**config.mk**
```make
export PLATFORM = sky130hd
export DESIGN_NAME = wp_unlock_guard
export DESIGN_NICKNAME = d
export VERILOG_FILES = /design/src/rtl/wpg_pkg.sv /design/src/rtl/wpg_key_matcher.sv /design/src/rtl/wpg_win_counter.sv /design/src/rtl/wpg_prot_store.sv /design/src/rtl/wp_unlock_guard.sv
export SDC_FILE = /design/constraint.sdc
export NUM_CORES = 1
export LEC_CHECK = 0
export BUFFER_PORTS_ARGS = -buffer_cell sky130_fd_sc_hd__clkbuf_2
export CAP_MARGIN = 20
export CORE_UTILIZATION = 40
export CTS_BUF_LIST = sky130_fd_sc_hd__clkbuf_8
export CTS_CLUSTER_SIZE = 28
export DETAILED_ROUTE_END_ITERATION = 8
export GPL_ROUTABILITY_DRIVEN = 0
export PLACE_DENSITY_LB_ADDON = 0.3
export REMOVE_ABC_BUFFERS = 1
export SETUP_SLACK_MARGIN = 0.15
export SLEW_MARGIN = 20
export SYNTH_ARGS = -nofsm -noshare
export SYNTH_HDL_FRONTEND = slang
export SYNTH_SLANG_ARGS = --single-unit
```
**constraint.sdc**
```tcl
create_clock -name clk -period 7.6 [get_ports clk]
set_input_delay 0.76 -clock clk [delete_from_list [all_inputs] [get_ports clk]]
set_output_delay 0.76 -clock clk [all_outputs]
set_load 0.01 [all_outputs]
```
**src/rtl/wpg_pkg.sv**
```systemverilog
package wpg_pkg;
  localparam int KEY_AW  = 15;
  localparam int KEY_DW  = 8;
  localparam int ARM_LEN = 3;
  localparam int REL_LEN = 6;

  // element 0 is the first write of each sequence
  localparam logic [ARM_LEN-1:0][KEY_AW-1:0] ARM_ADDR_DEF =
    {15'h0F0F, 15'h15AA, 15'h2A55};
  localparam logic [ARM_LEN-1:0][KEY_DW-1:0] ARM_DATA_DEF =
    {8'h96, 8'h3C, 8'hC3};
  localparam logic [REL_LEN-1:0][KEY_AW-1:0] REL_ADDR_DEF =
    {15'h1E1E, 15'h0CC3, 15'h3330, 15'h0F0F, 15'h15AA, 15'h2A55};
  localparam logic [REL_LEN-1:0][KEY_DW-1:0] REL_DATA_DEF =
    {8'hE1, 8'h5A, 8'hA5, 8'h69, 8'h3C, 8'hC3};
endpackage

```
**src/rtl/wpg_key_matcher.sv**
```systemverilog
module wpg_key_matcher #(
  parameter int AW = 15,
  parameter int DW = 8,
  parameter int N  = 3,
  parameter logic [N-1:0][AW-1:0] ADDRS = '0,
  parameter logic [N-1:0][DW-1:0] DATAS = '0
) (
  input  logic          clk,
  input  logic          rst,
  input  logic          wr_valid,
  input  logic [AW-1:0] wr_addr,
  input  logic [DW-1:0] wr_data,
  input  logic          clear,
  output logic          done_nxt
);
  localparam int IW = $clog2(N + 1);

  logic [IW-1:0] idx_q, idx_d;
  logic          fail_q, fail_d;
  logic [AW-1:0] exp_a;
  logic [DW-1:0] exp_d;

  // select the expected pair for the current position
  always_comb begin
    exp_a = '0;
    exp_d = '0;
    for (int i = 0; i < N; i++) begin
      if (idx_q == IW'(i)) begin
        exp_a = ADDRS[i];
        exp_d = DATAS[i];
      end
    end
  end

  always_comb begin
    idx_d  = idx_q;
    fail_d = fail_q;
    if (wr_valid && !fail_q && (idx_q != IW'(N))) begin
      if ((wr_addr == exp_a) && (wr_data == exp_d)) idx_d = idx_q + 1'b1;
      else                                          fail_d = 1'b1;
    end
  end

  assign done_nxt = (idx_d == IW'(N));

  always_ff @(posedge clk) begin
    if (rst || clear) begin
      idx_q  <= '0;
      fail_q <= 1'b0;
    end else begin
      idx_q  <= idx_d;
      fail_q <= fail_d;
    end
  end

  // an abandoned sequence makes no further progress in the window
  a_r8_abort_sticky: assert property (@(posedge clk) disable iff (rst)
    (fail_q && !clear) |=> (fail_q && (idx_q == $past(idx_q))));

  // closing the window drops all progress
  a_r9_clear_drops: assert property (@(posedge clk) disable iff (rst)
    clear |=> ((idx_q == '0) && !fail_q));
endmodule

```
**src/rtl/wpg_win_counter.sv**
```systemverilog
module wpg_win_counter #(
  parameter int CW = 8
) (
  input  logic          clk,
  input  logic          rst,
  input  logic          wr_valid,
  input  logic          clear,
  output logic [CW-1:0] cnt_nxt
);
  logic [CW-1:0] cnt_q;

  assign cnt_nxt = (wr_valid && (cnt_q != {CW{1'b1}})) ? cnt_q + 1'b1 : cnt_q;

  always_ff @(posedge clk) begin
    if (rst || clear) cnt_q <= '0;
    else              cnt_q <= cnt_nxt;
  end

  // the write count never falls inside an open window
  a_r10_count_monotone: assert property (@(posedge clk) disable iff (rst)
    !$past(clear) |-> (cnt_q >= $past(cnt_q)));
endmodule

```
**src/rtl/wpg_prot_store.sv**
```systemverilog
module wpg_prot_store #(
  parameter int CW      = 8,
  parameter int ARM_LEN = 3,
  parameter int REL_LEN = 6
) (
  input  logic          clk,
  input  logic          rst,
  input  logic          close,
  input  logic          arm_done,
  input  logic          rel_done,
  input  logic [CW-1:0] win_cnt,
  output logic          prot,
  output logic          commit
);
  logic          prot_q = 1'b0;   // no reset: models a flag kept across power loss
  logic          commit_q;
  logic [CW-1:0] key_len;
  logic          allow;
  logic          has_payload;

  always_comb begin
    if (rel_done)      key_len = CW'(REL_LEN);
    else if (arm_done) key_len = CW'(ARM_LEN);
    else               key_len = '0;
  end

  assign allow       = !prot_q || arm_done || rel_done;
  assign has_payload = (win_cnt > key_len);

  always_ff @(posedge clk) begin
    if (!rst && close) begin
      if (rel_done)      prot_q <= 1'b0;
      else if (arm_done) prot_q <= 1'b1;
    end
  end

  always_ff @(posedge clk) begin
    if (rst) commit_q <= 1'b0;
    else     commit_q <= close && allow && has_payload;
  end

  assign prot   = prot_q;
  assign commit = commit_q;

  // a completed arm sequence (without release) leaves protection set
  a_r2_arm_sets: assert property (@(posedge clk) disable iff (rst)
    (close && arm_done && !rel_done) |=> prot_q);

  // a completed release sequence clears protection
  a_r3_release_clears: assert property (@(posedge clk) disable iff (rst)
    (close && rel_done) |=> !prot_q);

  // a locked window without a key is never committed
  a_r4_locked_blocks: assert property (@(posedge clk) disable iff (rst)
    (close && prot_q && !arm_done && !rel_done) |=> !commit_q);

  // protection moves only on a window close
  a_r7_prot_needs_close: assert property (@(posedge clk) disable iff (rst)
    !$past(close) |-> $stable(prot_q));

  // commit is a single pulse right after a close
  a_r10_commit_after_close: assert property (@(posedge clk) disable iff (rst)
    commit_q |-> $past(close));
endmodule

```
**src/rtl/wp_unlock_guard.sv**
```systemverilog
module wp_unlock_guard
  import wpg_pkg::*;
#(
  parameter int AW    = KEY_AW,
  parameter int DW    = KEY_DW,
  parameter int CNT_W = 8,
  parameter logic [ARM_LEN-1:0][AW-1:0] ARM_ADDR = ARM_ADDR_DEF,
  parameter logic [ARM_LEN-1:0][DW-1:0] ARM_DATA = ARM_DATA_DEF,
  parameter logic [REL_LEN-1:0][AW-1:0] REL_ADDR = REL_ADDR_DEF,
  parameter logic [REL_LEN-1:0][DW-1:0] REL_DATA = REL_DATA_DEF
) (
  input  logic          clk,
  input  logic          rst,
  input  logic          wr_valid,
  input  logic [AW-1:0] wr_addr,
  input  logic [DW-1:0] wr_data,
  input  logic          win_close,
  output logic          protect_o,
  output logic          commit_ok
);
  logic             arm_done_nxt;
  logic             rel_done_nxt;
  logic [CNT_W-1:0] cnt_nxt;

  wpg_key_matcher #(
    .AW(AW), .DW(DW), .N(ARM_LEN), .ADDRS(ARM_ADDR), .DATAS(ARM_DATA)
  ) u_arm (
    .clk(clk), .rst(rst), .wr_valid(wr_valid), .wr_addr(wr_addr),
    .wr_data(wr_data), .clear(win_close), .done_nxt(arm_done_nxt)
  );

  wpg_key_matcher #(
    .AW(AW), .DW(DW), .N(REL_LEN), .ADDRS(REL_ADDR), .DATAS(REL_DATA)
  ) u_rel (
    .clk(clk), .rst(rst), .wr_valid(wr_valid), .wr_addr(wr_addr),
    .wr_data(wr_data), .clear(win_close), .done_nxt(rel_done_nxt)
  );

  wpg_win_counter #(.CW(CNT_W)) u_cnt (
    .clk(clk), .rst(rst), .wr_valid(wr_valid), .clear(win_close),
    .cnt_nxt(cnt_nxt)
  );

  wpg_prot_store #(.CW(CNT_W), .ARM_LEN(ARM_LEN), .REL_LEN(REL_LEN)) u_store (
    .clk(clk), .rst(rst), .close(win_close), .arm_done(arm_done_nxt),
    .rel_done(rel_done_nxt), .win_cnt(cnt_nxt), .prot(protect_o),
    .commit(commit_ok)
  );

  // an arm key with payload while locked commits and stays locked
  a_r5_unlock_once: assert property (@(posedge clk) disable iff (rst)
    (win_close && protect_o && arm_done_nxt && !rel_done_nxt
     && (cnt_nxt > CNT_W'(ARM_LEN))) |=> (commit_ok && protect_o));
endmodule

```
-- Yosys cells after proc, flatten, opt, wreduce, memory -nomap -nowiden
Cells that the tools add are included.
- $add $sub $neg: 3
- magnitude comparators: 1
- equal/unequal tests: 16
- multiplexer cells: 26
- bitwise logic cells: 2
- reductions and logical operators: 23
- operator list (kind ; count):
    $mux 14 ; 9
    $mux 8 ; 11
    $eq 15x14->1 ; 2
    $eq 8x8->1 ; 2
    $logic_and 1x1->1 ; 10
    $eq 3x3->1 const B ; 3
    $add 8x1->8 const B ; 1
    $gt 8x8->1 ; 1
    $ne 8x8->1 const B ; 1
    $eq 3x2->1 const B ; 2
    $mux 2 ; 3
    $mux 3 ; 2
    $reduce_and 2->1 ; 3
    $eq 2x2->1 const B ; 2
    $logic_not 1->1 ; 4
    $add 3x1->3 const B ; 1
    $eq 3x1->1 const B ; 1
    $logic_not 3->1 ; 1
    $logic_or 1x1->1 ; 3
    $ne 3x3->1 const B ; 1
    $add 2x1->2 const B ; 1
    $eq 2x1->1 const B ; 1
    $logic_not 2->1 ; 1
    $ne 2x2->1 const B ; 1
    other kinds (3) ; 4
- register bits: 17
- output and inout port bits: 2
- logic and storage cells: 78

-- Longest topological paths before layout
- depth after elaboration: 15
- mapped depth: 17
- gate-level depth less buffers: 15

-- Cells and area by module
From an unflattened synthesis, not the netlist that was laid out.
- cells, all modules: 233
- area total of the unflattened synthesis: 1900.6 sq um
- modules (own cells, without submodules) (module ; instances ; cells each ; area each (sq um) ; seq. area each (sq um)):
    wpg_key_matcher at u_rel ; 1 ; 112 ; 855.8 ; 80.1
    wpg_win_counter ; 1 ; 55 ; 508.0 ; 160.2
    wpg_key_matcher at u_arm ; 1 ; 48 ; 377.9 ; 60.1
    wpg_prot_store ; 1 ; 18 ; 158.9 ; 50.0

-- Least setup slack after synthesis
OpenSTA, ideal clock, no wires.
- kind: reg-to-reg
- start point: register u_rel.idx_q[0]
- end point: register u_store.commit_q (netlist: u_store.commit)
- setup time: 0.122 ns
- data arrival time: 3.522 ns
- setup slack: 3.956 ns
- stages on the path, launching flop included: 16
- path buffers: 0
- period minus slack after synthesis: 3.644 ns
- cell sequence: dfxtp_1 inv_1 ha_1 and2b_4 o211ai_1 o221ai_1 or4_1 or3_1 or3_4 a21o_1 ha_1 nor2b_1 o21a_1 o21ai_0 a31o_2 a21oi_1
- cells in the longest elaborated chain, start to end: 15
- RTL lines (what ; line ; source):
    start, declared ; wpg_key_matcher.sv:18 ; logic [IW-1:0] idx_q, idx_d;
    start signal, assigned ; wpg_key_matcher.sv:51 ; idx_q <= idx_d;
    $logic_not 3->1 ; wpg_key_matcher.sv:28 ; if (idx_q == IW'(i)) begin
    $mux 14 / $mux 8 (equally long branches) (6 in a row) ; wpg_key_matcher.sv:28 ;
    $eq 15x14->1 / $eq 8x8->1 (equally long branches) ; wpg_key_matcher.sv:39 ; if ((wr_addr == exp_a) && (wr_data == exp_d)) idx_d = idx_q + 1'b1;
    $logic_and 1x1->1 ; wpg_key_matcher.sv:39 ;
    $mux 3 ; wpg_key_matcher.sv:39 ;
    $mux 3 * ; wpg_key_matcher.sv:38 ; if (wr_valid && !fail_q && (idx_q != IW'(N))) begin
    $eq 3x3->1 * ; wpg_key_matcher.sv:44 ; assign done_nxt = (idx_d == IW'(N));
    $mux 8 / $logic_or 1x1->1 (equally long branches) ; wpg_prot_store.sv:22, wpg_prot_store.sv:27 ;
    $gt 8x8->1 / $logic_and 1x1->1 (equally long branches) ; wpg_prot_store.sv:28, wpg_prot_store.sv:39 ;
    $logic_and 1x1->1 * ; wpg_prot_store.sv:39 ; else commit_q <= close && allow && has_payload;
    end signal, assigned ; wpg_prot_store.sv:39 ;
    end, declared ; wpg_prot_store.sv:16 ; logic commit_q;
Mark *: on every way between the ends. The rest lies on a longest branch, timed or not.
A chain may end at the register's enable or synchronous reset.

-- Final worst setup path
- start point: register u_rel.idx_q[2]
- end point: register u_store.commit_q (netlist: u_store.commit)
Same word-level chain as after synthesis.

==> results.md <==
* Status: finished, final reports clean
* Netlist Area Pre-Place at 0.00179 mm²
* CTS resizes at 0
* Final Cycle Share at 57.6%
* WP data arrival at 4.52 ns
* TritonCTS Buffers at 3
* Pre-CTS setup slack at 3.27 ns
* Setup violators final at 0
* Setup TNS at 0 ns
* CTS clock-pin slew for the worst setup and hold paths at 0.06 ns
* RSZ-0062 raised after global routing: no
* Post-synthesis simple-gate area fraction at 34.2%
* Crit path max fanout at 23
* Syn Area/Cell at 7.49 µm²
* Post-synth EDFFs at 1
* Ys async rst share at 0%
* Initial Util at 43.2%
* Post-CTS setup buffers at 0
* Cell mode on critical path: ha_1
* Post-DP HPWL at 3440 µm
* Power Internal at 0.000141 W
* CP startpoint kind: flop
* Pin count of the biggest net entering global routing at 24
* Routed Antenna Nets at 0
* Die height at 68.9 µm
* Sequential area share after synthesis at 19.6%
* XOR/XNOR Fraction of Synth Area at 5.38%
* Clk pwr share at 35.2%
* CTS hold repair buffers at 0
* Initial antenna violation count at 0
* Worst hold path type: reg2reg
* FP Rows at 23
* Critical Path Slowest Stage Cell: dfxtp_1
* Final Hold Fails at 0
* Die area at 0.00475 mm²
* Placeable Area at 0.00414 mm²
* Sw Pwr at 0.0000479 W
* Sw frac at 25.4%
* Post-synth top area share at 17.9%
* Synth Instances at 239
* Cell taking the most area after synthesis: dfxtp_1
* Vias in the first global route at 1581
* Combinational share of power at 16.2%
* CTS tree: built
* Synth Area in Compound Gates at 21.5%
* Total gr overflow at 0
* CP peak stage delay at 0.80 ns
* Fin nets at 303
* Pwr/cell area at 94.6 mW/mm²
* Leak at 0.759 nW
* Synth warnings at 0
* Top post-synthesis cells by count: nor2_1 (24), nand2_1 (17), dfxtp_1 (16)
* Syn-to-layout area delta at 11.3%
* Total track usage at 20.0%
* Synth top area cells: dfxtp_1 (18%), ha_1 (8.4%), mux2i_1 (5.6%)
* Worst-case clock skew at 0.00274 ns
* Die W at 68.9 µm
* Routed wire length at 4340 µm
* Clk sinks at 17
* Setup crit end kind: flop
* Yosys cell types at 56
* Flop pwr share at 48.6%
* Largest family of logic cells by synthesized area: simple AND/OR/NAND/NOR gates
* CTS root buf: clkbuf_8
* Layout cells sized above 1 at 18.3%
* Measured slew at the worst slew-check pin at 0.742 ns
* Post-synthesis mux area share at 5.59%
* Routed length per instance at 13.9 µm
* IO Pins at 29
* Slew headroom at 50.5%
* CTS Buffer Depth at 2
* WP data required at 7.74 ns
* DRC at 0
* Tmin final at 4.38 ns
* Maximum vdd drop at 0.113 mV
* Adder-Cell Fraction of Synth Area at 8.39%
* Fmax at 0.228 GHz
* Clk Latency, worst-skew pair at 0.25 ns
* Crit-path cells: inv_1, ha_1, or2_2, o32ai_1, mux2i_1, o2111ai_1, or2_1, or3_4, a21o_1, ha_1, nor2b_1, o21a_1, o21ai_0, a31o_2, a21oi_1
* Fillcell total at 450
* Initial DRT Pass Iterations at 4
* Ant. Diodes at 0
* # port buffers at 28
* Final Max Slew Viols at 0
* Vias post-DR at 1770
* Crit path kind: reg2reg
* Post-synth top flop: dfxtp_1
* First-pass GRT wire length at 7110 µm
* Most numerous cell in the Yosys netlist: nor2_1
* #FFs+latches synth at 17
* Maxcap violations at 0
* Setup ws final at 3.22 ns
* Via density at 5.65
* # H-tree levels at 1
* 1st-iter DRT viols at 91
==> metrics by stage <==
| stage | utilization (%) | total power [W] | area [µm²] | hold WS (ns) | std cells |
|---|---|---|---|---|---|
| floorplan | - | 0.000108 | 1740 | 0.431 | 231 |
| global placement | 47.0 | 0.000124 | 1950 | 0.446 | 309 |
| detailed placement | 47.0 | 0.000124 | 1950 | 0.449 | 309 |
| CTS | 48.1 | 0.000192 | 1990 | 0.460 | 313 |
| global route | 48.1 | 0.000198 | 1990 | 0.498 | 313 |
| finish | 48.1 | 0.000189 | 1990 | 0.459 | 313 |
==> registers in the layout, indices dropped and copies added, names as in the netlist <==
name,count
u_rel.idx_q,3
u_cnt.cnt_q,8
u_store.prot,1
u_store.commit,1
u_rel.fail_q,1
u_arm.fail_q,1
u_arm.idx_q,2
==> cells by family after synthesis <==
kind of cell	count (synthesis)
adder cells (fa/ha/maj)	12
XOR/XNOR	11
multiplexers	10
AO/OA/AOI/OAI	56
flip-flops	17
AND/OR/NAND/NOR	112
buffers and inverters	21
==> cell type report <==
cell class | count | area, µm² | area share (%)
inverters | 13 | 48.8 | 2.45
clock buffers | 3 | 41.3 | 2.07
clock inverters | 1 | 5.00 | 0.251
flip-flops and latches | 17 | 350 | 17.6
repair buffers | 28 | 140 | 7.03
multi-input cells | 201 | 1350 | 67.5
well taps | 50 | 62.6 | 3.14
==> final timing paths <==
path	from	endpoint	slack, ns	cells after the start
max	u_rel.idx_q[2]	u_store.commit	3.22	15
min	u_rel.fail_q	u_rel.fail_q	0.46	2
max reg2reg	u_rel.idx_q[2]	u_store.commit	3.22	15
min reg2reg	u_rel.fail_q	u_rel.fail_q	0.46	2
==> metal layers <==
layer	GRT usage [%]	wire (µm)	up-vias
met5	0	0	-
met2	34.6	2080	25
met4	3.83	12	0
li1	-	-	925
met3	3.13	131	2
met1	26.2	2110	818
==> worst max-delay path: cells and delay by family (launching register included) <==
family                     cells  cell delay [ns]
and+or+nand+nor                4             1.24
AOI/OAI and AO/OA              7             1.12
DFF                            1             0.80
adders and majority gates      2             0.67
muxes                          1             0.23
buffers and inverters          1             0.19
==> power groups by stage <==
stage	registers [W]	logic (W)	clock network [W]
after floorplan	0.0000937	0.0000147	0
after global placement	0.0000937	0.0000300	0
after detailed placement	0.0000937	0.0000302	0
after CTS	0.0000916	0.0000305	0.0000701
after global routing	0.0000917	0.0000342	0.0000725
final	0.0000917	0.0000306	0.0000664
==> layout by cell type, fill, tap and decap left out, drive strengths merged, types with 6 or more instances in the layout <==
master / n
xnor2: 6
o21ai: 18
mux2i: 10
a21oi: 11
or2: 8
nor2: 24
clkbuf: 31
nand4: 7
nand3: 10
inv: 13
dfxtp: 16
nor2b: 7
nor3: 6
nand2: 18
ha: 12
Power figures use the tool's default switching activity.
